## config.mk

```make
export PLATFORM = sky130hd
export DESIGN_NAME = wdog_supervisor
export DESIGN_NICKNAME = d
export VERILOG_FILES = /design/src/rtl/wdog_pkg.sv /design/src/rtl/wdog_kick_sync.sv /design/src/rtl/wdog_timebase.sv /design/src/rtl/wdog_counter.sv /design/src/rtl/wdog_reset_pulse.sv /design/src/rtl/wdog_supervisor.sv
export SDC_FILE = /design/constraint.sdc
export NUM_CORES = 1
export LEC_CHECK = 0
export ABC_AREA = 1
export BUFFER_PORTS_ARGS = -buffer_cell sky130_fd_sc_hd__buf_2
export CORE_MARGIN = 3
export CORE_UTILIZATION = 56
export CTS_CLUSTER_SIZE = 24
export DETAILED_ROUTE_END_ITERATION = 7
export PLACE_DENSITY = 0.78
export SYNTH_ARGS = -nofsm -noshare
export SYNTH_HDL_FRONTEND = slang
export SYNTH_SLANG_ARGS = --single-unit
```

## constraint.sdc

```tcl
create_clock -name clk -period 2.18 [get_ports clk]
set_clock_uncertainty 0.05 [all_clocks]
set_input_delay 0.327 -clock clk [delete_from_list [all_inputs] [get_ports clk]]
set_output_delay 0.327 -clock clk [all_outputs]
set_load 0.05 [all_outputs]
```

## src/rtl/wdog_pkg.sv

```systemverilog
package wdog_pkg;

   typedef enum logic {
      STEER_IRQ = 1'b0,
      STEER_RST = 1'b1
   } steer_e;

   // terminal prescaler value for resolution code sel: ratio 2^(sel*shift), minus one
   function automatic int unsigned stage_limit(input int unsigned sel, input int unsigned shift);
      return (32'd1 << (sel * shift)) - 32'd1;
   endfunction

endpackage

```

## src/rtl/wdog_kick_sync.sv

```systemverilog
module wdog_kick_sync #(
   parameter int unsigned SYNC_STAGES = 2
) (
   input  logic clk,
   input  logic rst_n,
   input  logic kick_i,
   output logic edge_o
);
   localparam int unsigned CHAIN_W = SYNC_STAGES + 1;

   if (SYNC_STAGES < 2) begin : g_bad_stages
      $error("wdog_kick_sync: SYNC_STAGES must be at least 2");
   end

   logic [CHAIN_W-1:0] chain_q;

   for (genvar s = 0; s < CHAIN_W; s++) begin : g_stage
      if (s == 0) begin : g_first
         always_ff @(posedge clk or negedge rst_n) begin
            if (!rst_n) chain_q[s] <= 1'b0;
            else        chain_q[s] <= kick_i;
         end
      end else begin : g_next
         always_ff @(posedge clk or negedge rst_n) begin
            if (!rst_n) chain_q[s] <= 1'b0;
            else        chain_q[s] <= chain_q[s-1];
         end
      end
   end

   // any change between the last synchronised stage and its delayed copy
   assign edge_o = chain_q[CHAIN_W-1] ^ chain_q[CHAIN_W-2];

endmodule

```

## src/rtl/wdog_timebase.sv

```systemverilog
module wdog_timebase #(
   parameter int unsigned RES_W     = 2,
   parameter int unsigned RES_SHIFT = 2
) (
   input  logic             clk,
   input  logic             rst_n,
   input  logic             tick_i,
   input  logic             restart_i,
   input  logic [RES_W-1:0] sel_i,
   output logic             unit_o
);
   localparam int unsigned NUM_RES = 1 << RES_W;
   localparam int unsigned PRE_W   = (RES_SHIFT * (NUM_RES - 1) > 0) ? RES_SHIFT * (NUM_RES - 1) : 1;

   if (RES_W < 1) begin : g_bad_res
      $error("wdog_timebase: RES_W must be at least 1");
   end
   if (RES_SHIFT < 1) begin : g_bad_shift
      $error("wdog_timebase: RES_SHIFT must be at least 1");
   end

   logic [PRE_W-1:0]   pre_q;
   logic [NUM_RES-1:0] at_limit;
   logic               last;

   for (genvar g = 0; g < NUM_RES; g++) begin : g_limit
      localparam int unsigned LIM = wdog_pkg::stage_limit(g, RES_SHIFT);
      localparam logic [PRE_W-1:0] LIM_V = LIM[PRE_W-1:0];
      assign at_limit[g] = (pre_q == LIM_V);
   end

   assign last   = at_limit[sel_i];
   assign unit_o = tick_i & last & ~restart_i;

   always_ff @(posedge clk or negedge rst_n) begin
      if (!rst_n) begin
         pre_q <= '0;
      end else if (restart_i) begin
         pre_q <= '0;
      end else if (tick_i) begin
         pre_q <= last ? '0 : pre_q + 1'b1;
      end
   end

   // a restart leaves the prescaler at zero
   assert_pre_cleared_R7: assert property (@(posedge clk) disable iff (!rst_n)
      restart_i |=> (pre_q == '0));

endmodule

```

## src/rtl/wdog_counter.sv

```systemverilog
module wdog_counter #(
   parameter int unsigned MULT_W = 5
) (
   input  logic              clk,
   input  logic              rst_n,
   input  logic              unit_i,
   input  logic              restart_i,
   input  logic [MULT_W-1:0] mult_i,
   output logic              expire_o
);
   localparam int unsigned CMP_W = MULT_W + 1;

   if (MULT_W < 1) begin : g_bad_mult
      $error("wdog_counter: MULT_W must be at least 1");
   end

   logic [MULT_W-1:0] cnt_q;
   logic              armed_q;
   logic [CMP_W-1:0]  next_cnt;
   logic              enabled;

   assign next_cnt = {1'b0, cnt_q} + 1'b1;
   assign enabled  = (mult_i != '0);
   assign expire_o = unit_i & armed_q & enabled & (next_cnt == {1'b0, mult_i});

   always_ff @(posedge clk or negedge rst_n) begin
      if (!rst_n) begin
         cnt_q   <= '0;
         armed_q <= 1'b0;
      end else if (restart_i) begin
         cnt_q   <= '0;
         armed_q <= 1'b1;
      end else if (expire_o) begin
         cnt_q   <= '0;
         armed_q <= 1'b0;
      end else if (unit_i && armed_q) begin
         cnt_q   <= next_cnt[MULT_W-1:0];
      end
   end

   // one expiry disarms the timer until the next restart
   assert_one_shot_R9: assert property (@(posedge clk) disable iff (!rst_n)
      (expire_o && !restart_i) |=> !armed_q);

endmodule

```

## src/rtl/wdog_reset_pulse.sv

```systemverilog
module wdog_reset_pulse #(
   parameter int unsigned RST_CYCLES = 16
) (
   input  logic clk,
   input  logic rst_n,
   input  logic start_i,
   output logic rst_n_o,
   output logic done_o
);
   localparam int unsigned CNT_W = $clog2(RST_CYCLES + 1);
   localparam logic [CNT_W-1:0] LOAD_V = CNT_W'(RST_CYCLES);

   if (RST_CYCLES < 1) begin : g_bad_len
      $error("wdog_reset_pulse: RST_CYCLES must be at least 1");
   end

   logic [CNT_W-1:0] cnt_q;

   always_ff @(posedge clk or negedge rst_n) begin
      if (!rst_n)              cnt_q <= '0;
      else if (start_i)        cnt_q <= LOAD_V;
      else if (cnt_q != '0)    cnt_q <= cnt_q - 1'b1;
   end

   assign rst_n_o = (cnt_q == '0);
   assign done_o  = (cnt_q == CNT_W'(1));

   // the pulse begins on the clock after the start request
   assert_pulse_start_R5: assert property (@(posedge clk) disable iff (!rst_n)
      start_i |=> !rst_n_o);

endmodule

```

## src/rtl/wdog_supervisor.sv

```systemverilog
module wdog_supervisor #(
   parameter int unsigned MULT_W      = 5,
   parameter int unsigned RES_W       = 2,
   parameter int unsigned RES_SHIFT   = 2,
   parameter int unsigned SYNC_STAGES = 2,
   parameter int unsigned RST_CYCLES  = 16
) (
   input  logic                         clk,
   input  logic                         rst_n,
   input  logic                         tick_16,
   input  logic                         cfg_we,
   input  logic [MULT_W+RES_W:0]        cfg_wdata,
   output logic [MULT_W+RES_W:0]        cfg_rdata,
   input  logic                         kick_in,
   input  logic                         flag_rd,
   output logic                         wd_flag,
   output logic                         irq,
   output logic                         rst_out_n,
   output logic                         ctrl_clr
);
   import wdog_pkg::*;

   localparam int unsigned REG_W   = 1 + MULT_W + RES_W;
   localparam int unsigned STEER_B = REG_W - 1;
   localparam int unsigned MULT_LO = RES_W;
   localparam int unsigned MULT_HI = RES_W + MULT_W - 1;

   logic [REG_W-1:0]  cfg_q;
   logic [MULT_W-1:0] mult;
   logic [RES_W-1:0]  res_sel;
   steer_e            steer;
   logic              kick_edge;
   logic              restart;
   logic              unit_tick;
   logic              expire;
   logic              pulse_done;
   logic              flag_q;
   logic              irq_q;

   assign mult    = cfg_q[MULT_HI:MULT_LO];
   assign res_sel = cfg_q[RES_W-1:0];
   assign steer   = steer_e'(cfg_q[STEER_B]);
   assign restart = cfg_we | kick_edge;

   wdog_kick_sync #(.SYNC_STAGES(SYNC_STAGES)) u_kick (
      .clk    (clk),
      .rst_n  (rst_n),
      .kick_i (kick_in),
      .edge_o (kick_edge)
   );

   wdog_timebase #(.RES_W(RES_W), .RES_SHIFT(RES_SHIFT)) u_tb (
      .clk       (clk),
      .rst_n     (rst_n),
      .tick_i    (tick_16),
      .restart_i (restart),
      .sel_i     (res_sel),
      .unit_o    (unit_tick)
   );

   wdog_counter #(.MULT_W(MULT_W)) u_cnt (
      .clk       (clk),
      .rst_n     (rst_n),
      .unit_i    (unit_tick),
      .restart_i (restart),
      .mult_i    (mult),
      .expire_o  (expire)
   );

   wdog_reset_pulse #(.RST_CYCLES(RST_CYCLES)) u_pulse (
      .clk     (clk),
      .rst_n   (rst_n),
      .start_i (expire && steer == STEER_RST),
      .rst_n_o (rst_out_n),
      .done_o  (pulse_done)
   );

   // control register: the end of a reset pulse wins over a write
   always_ff @(posedge clk or negedge rst_n) begin
      if (!rst_n)          cfg_q <= '0;
      else if (pulse_done) cfg_q <= '0;
      else if (cfg_we)     cfg_q <= cfg_wdata;
   end

   // sticky flag and interrupt; a fresh expiry wins over a read
   always_ff @(posedge clk or negedge rst_n) begin
      if (!rst_n) begin
         flag_q <= 1'b0;
         irq_q  <= 1'b0;
      end else begin
         if (expire)       flag_q <= 1'b1;
         else if (flag_rd) flag_q <= 1'b0;

         if (expire && steer == STEER_IRQ) irq_q <= 1'b1;
         else if (flag_rd)                 irq_q <= 1'b0;
      end
   end

   assign cfg_rdata = cfg_q;
   assign wd_flag   = flag_q;
   assign irq       = irq_q;
   assign ctrl_clr  = pulse_done;

   assert_flag_set_R3: assert property (@(posedge clk) disable iff (!rst_n)
      expire |=> wd_flag);

   assert_irq_steer_R4: assert property (@(posedge clk) disable iff (!rst_n)
      (expire && steer == STEER_IRQ) |=> (irq && rst_out_n));

   assert_zero_mult_R2: assert property (@(posedge clk) disable iff (!rst_n)
      (mult == '0) |-> !expire);

   assert_reg_cleared_R6: assert property (@(posedge clk) disable iff (!rst_n)
      $rose(rst_out_n) |-> (cfg_q == '0));

endmodule

```

# == Word level (Yosys, flattened, before mapping) ==
# Index checks and enable logic that the tools add are counted.
# word_totals
regBits,30
in_bits,14
output_inout_bits,12
word_cells,59
# classes
n_addsub,3
n_lt_le_gt_ge,1
eq_ne,5
mux,17
bitwise_logic,9
n_reduce_logical,14
# op_table
op,n
$mux 5,5
$mux 6,3
$mux 8,2
$reduce_bool 2->1,6
$reduce_bool 5->1,2
$add 5x1->6 const B,1
$add 6x1->6 const B,1
$eq 6x2->1 const B,1
$eq 6x4->1 const B,1
$eq 6x5->1,1
$eq 6x6->1 const B,1
$logic_not 6->1,1
$mux 1,6
$and 1x1->1,5
$eq 5x1->1 const B,1
$logic_not 5->1,1
$sub 5x1->5 const B,1
$logic_and 1x1->1,3
$lt 2x3->1 const B,1
$reduce_bool 3->1,1
$bmux 1 s2,1
$not 1->1,2
$or 1x1->1,1
$xor 1x1->1,1

# == Longest topological paths before layout ==
# depth
depth_word,10
depth_mapped,11
mapped_depth_nobuf,11

# == By module ==
# From an unflattened synthesis, not the netlist that was laid out.
# hier_totals
hier_cells,235
hier_area_um2,1766.7
# by_module_without_submodules
module,instances,cells_per_inst,area_each_um2,seq_area_each_um2
wdog_counter,1,79,501.7,150.1
wdog_timebase,1,64,446.7,150.1
wdog_supervisor,1,46,426.7,250.2
wdog_reset_pulse,1,38,297.8,125.1
wdog_kick_sync,1,8,93.8,75.1

# == Worst setup path before layout ==
# No wires, ideal clock.
# synth_timing
path_kind,register to register
start,register cfg_q[0] (netlist: cfg_rdata[0])
end,register u_pulse.cnt_q[0]
setup_time_ns,0.114
arrival_time_ns,1.456
required_time_ns,2.016
path_slack_ns,0.561
path_stages_with_launch,10
n_path_buf,0
synth_period_minus_slack_ns,1.619
cell_sequence,dfrtp_1 inv_1 nand2_1 nand3_2 nand2_4 nand2_8 nor2_8 nand3_4 nand2_1 inv_1
# synth_via
elab_chain_cells,9
word_cells_on_any_way,10
classes_between,mux (3); bitwise (5); reduce/logical (2)
# synth_lines
item,line,source
start: declaration,wdog_supervisor.sv:28,logic [REG_W-1:0] cfg_q;
start signal: assignment,wdog_supervisor.sv:82,else if (cfg_we) cfg_q <= cfg_wdata;
$bmux 1 s2 (*),wdog_timebase.sv:32,assign last = at_limit[sel_i];
$mux 1 (not written as such) (*),wdog_timebase.sv:32,
$and 1x1->1 (*) (2 in series),wdog_timebase.sv:33,assign unit_o = tick_i & last & ~restart_i;
$and 1x1->1 (*) (3 in series),wdog_counter.sv:24,"assign expire_o = unit_i & armed_q & enabled & (next_cnt == {1'b0, mult_i});"
$logic_and 1x1->1 (*),wdog_supervisor.sv:73,".start_i (expire && steer == STEER_RST),"
$mux 5 or $reduce_bool 2->1 (tied branches),--,
end signal: assignment,wdog_reset_pulse.sv:22,else if (cnt_q != '0) cnt_q <= cnt_q - 1'b1;
end: declaration,wdog_reset_pulse.sv:17,logic [CNT_W-1:0] cnt_q;
# Every way passes the cells marked *; elsewhere a longest branch is shown, timed or not. The select of a mux whose other input is x is not followed.
# A chain may end at the register's enable or synchronous reset.

# == Worst setup path in the final report ==
# layout_timing
start,register u_pulse.cnt_q[0]
end,output rst_out_n
# layout_via
elab_chain_cells,1
# layout_lines
item,line,source
$logic_not 5->1,wdog_reset_pulse.sv:25,assign rst_n_o = (cnt_q == '0);
end: declaration,wdog_supervisor.sv:18,"output logic rst_out_n,"
# No other way between the ends.

==> results.md <==
Outcome:
- The flow ran to the end, and the final reports show no timing, DRC or antenna violations.

Drt:
- After detailed routing, the total wire length is 3.30 mm.
- Detailed routing inserted a total of 1,443 vias.
- The DRC violations left is 0.
- The first detailed-routing pass ran for 4 iterations.
- The post-detailed-route count of antenna-violating nets is 0.
- Using the TritonRoute via totals, the vias-per-cell ratio works out to 4.75.
- The first routing iteration left 62 violations.
- The per-cell routed wire length is 10.8 um.

Yosys:
- Counting flops with a built-in enable in the synthesized netlist gives 0.
- The combined area of all synthesized cells is 0.00179 mm2.
- In the synthesized netlist, the number of instances is 230.
- The largest area contributor in the synthesized netlist is sky130_fd_sc_hd__dfrtp_1.
- The dominant synthesized flop cell is sky130_fd_sc_hd__dfrtp_1.
- After synthesis, the largest area contributor takes up 42.0% of total cell area.
- Summing the sequential cell areas from Yosys gives 42.0% of the chip area.
- The average instance in the mapped netlist occupies 7.76 um2.
- Counting flops and latches in the post-synthesis netlist gives 30.
- Synthesis produced a netlist with a net count of 250.
- The cell with the most instances after synthesis is sky130_fd_sc_hd__nand2_1.
- Sorting the synthesized cells by area gives the leading types as sky130_fd_sc_hd__dfrtp_1, sky130_fd_sc_hd__nand2_1, sky130_fd_sc_hd__inv_1.
- In the synthesized netlist the async set-or-reset flop fraction comes to 100%.
- By count the netlist is led by sky130_fd_sc_hd__nand2_1, sky130_fd_sc_hd__inv_1, sky130_fd_sc_hd__dfrtp_1.
- In this run, distinct cell masters in the synthesized netlist total 24.
- The Yosys step of the flow raised 0 warnings.

Clocking:
- The later pin in the worst-skew pair is clocked with a latency of 330 ps.
- The root buffer cell is sky130_fd_sc_hd__clkbuf_4.
- In this run the deepest clock path goes through 2 buffers.
- The clock input transition at the sequential cells of the worst setup and hold paths is 90 ps.
- The number of buffers added for setup after CTS is 0.
- The deepest level of the CTS H-tree is 2.
- TritonCTS built the clock tree.
- The number of sinks driven by the clock tree is 30.
- After clock tree synthesis, the flow added hold-fix buffers numbering 1.
- The post-cts gate resize count is 0.
- The number of clock buffers added by TritonCTS is 5.

Die:
- The core region is 0.00290 mm2.
- Measured along the x axis, the die boundary spans 62.5 um.
- Row generation in the floorplan step produced 19 rows.
- During I/O placement, the number of pins put on the boundary was 26.
- From bottom edge to top edge, the die measures 62.5 um.
- The floorplan step defined a die boundary enclosing 0.00390 mm2.
- Once the floorplan was initialized, standard cells occupied 61.6% of the core.

Timing:
- Setup total negative slack on the finished layout was measured at 0 ps.
- The setup violation total in the final timing report is 0.
- The peak clock frequency supported by timing is 501 MHz.
- The number of max-slew violations in the final report was 0.
- Dividing the final minimum period by the clock period gives 91.6%.
- The hold violation count in the final report was 0.
- Setup repair after global routing left no endpoint under its margin.
- The worst path in the final design needs a cycle of 2000 ps, including I/O delays and setup.
- The worst-case headroom to the max-slew limit is 58.0%.
- The slew at the pin closest to its max-slew limit is 630 ps.

Setup path:
- The maximum fanout count along the critical path is 4.
- STA classifies the critical path endpoint as an output port.
- The data required time at the worst endpoint is 1800 ps.
- STA classifies the critical path startpoint as a flop.
- The worst setup path is of the reg -> out kind.
- The launching point of the worst reg2reg path is u_cnt.cnt_q[0].
- The data arrival time of the critical path is 1620 ps.
- The worst-case reg-to-reg path depth is 10.
- The launch point of the worst path is u_pulse.cnt_q[0].

Finish:
- The area overhead of the layout relative to synthesis is 12.8%.
- The number of fillers in the final layout is 274.
- The final layout contains 282 nets.
- Cells with a size suffix above 1 make up 20.6% of the layout.
- The repair_antennas step left the layout with diodes totalling 0.
- Measured on the finished design, the core utilization comes to 69.4%.

GRT:
- The first global-routing pass estimated 6.22 mm of wire.
- The final global-route overflow total is 0.
- The total track usage is 19.8%.
- The initial antenna violation count is 0.
- The number of global-route vias before repair came to 1,403.
- The maximum number of pins on one net before global-route repair is 31.

Hold path:
- The min-delay analysis places its worst path in the category in -> reg.
- The worst hold path depth is 1.
- The startpoint identified for the worst hold timing path is kick_in.

Power and ir drop:
- The cell leakage power is 0.00106 uW.
- Total power for the finished layout comes to 1650 uW.
- The largest vdd supply drop is 580 uV.
- For this design the ratio of total power to cell area is 821 mW/mm2.

Flow run:
- Across the run, the number of max-cap violations was 0.

Place:
- The HPWL after detailed placement is 2.52 mm.
- The count of buffers from port buffering is 25.
- Routability-driven placement finished with a final weighted congestion of 0.799.
-- cell usage in the layout, fill, tap and decap left out, drive strengths merged --
master       instances
nand2               60
inv                 50
nor2                36
dfrtp               30
buf                 25
o21ai               13
nand3               12
a31oi                9
xor2                 7
clkbuf               7
ha                   6
nand4                3
nor3                 2
o21bai               1
dlygate4sd3          1
-- area by class of cell --
type,instances,area [um2],share of cell area [%]
well taps,42,52.6,2.61
repair buffers,26,135,6.71
multi-input cells,149,842,41.8
inverters,50,188,9.32
flip-flops and latches,30,751,37.3
clock buffers,7,45.0,2.24
-- stage by stage --
stage | hold slack (ps) | cells | instance area, um2 | setup slack, ps
6_report | 52.0 | 304 | 2010 | 184
5_1_grt | 27.5 | 304 | 2010 | 56.5
3_3_place_gp | 285 | 296 | 1960 | 537
4_1_cts | 37.4 | 304 | 2010 | 178
3_5_place_dp | 290 | 296 | 1960 | 489
2_1_floorplan | -18.6 | 230 | 1790 | 561
-- path summary, 6_finish.rpt --
kind                                endpoint  slack (ps)
hold reg to reg            u_kick.chain_q[1]         310
setup / recovery                   rst_out_n         180
max in group asynchronous       cfg_rdata[4]        1170
hold / removal             u_kick.chain_q[0]          50
setup reg to reg              u_cnt.cnt_q[0]         470
min in group asynchronous      u_tb.pre_q[0]         490
-- metal layers --
layer	vias up	track usage [%]	part of all wire, %
met5	-	0	0
met4	0	7.44	1.8
met3	7	6.12	5.0
met2	30	29.7	43
met1	643	26.9	50
li1	763	-	-
-- cells by family after synthesis --
logic type	Yosys count	share of synthesized area, %
and+or+nand+nor	113	31.9
buffers and inverters	51	10.8
DFF	30	42.0
AOI/OAI and AO/OA	23	7.64
xor gates and xnor gates	7	3.43
adders and majority gates	6	4.20
-- report_power, final --
group	total (uW)	switching (uW)	internal, uW
Clock	298	177	121
Combinational	632	435	196
Sequential	723	79.9	643
-- worst max-delay path, cell delays in order, from the launching register on --
cell and delay (ps):
sky130_fd_sc_hd__dfrtp_1 440, sky130_fd_sc_hd__inv_1 100, sky130_fd_sc_hd__ha_1 150, sky130_fd_sc_hd__nand3_1 150, sky130_fd_sc_hd__inv_1 160, sky130_fd_sc_hd__buf_2 280
-- state kept, by name (all words and copies together), names as in the netlist --
| name | flops |
|---|---|
| cfg_rdata | 8 |
| irq | 1 |
| u_cnt.armed_q | 1 |
| u_cnt.cnt_q | 5 |
| u_kick.chain_q | 3 |
| u_pulse.cnt_q | 5 |
| u_tb.pre_q | 6 |
| wd_flag | 1 |
Note: power is estimated with default switching activity, not from simulation.
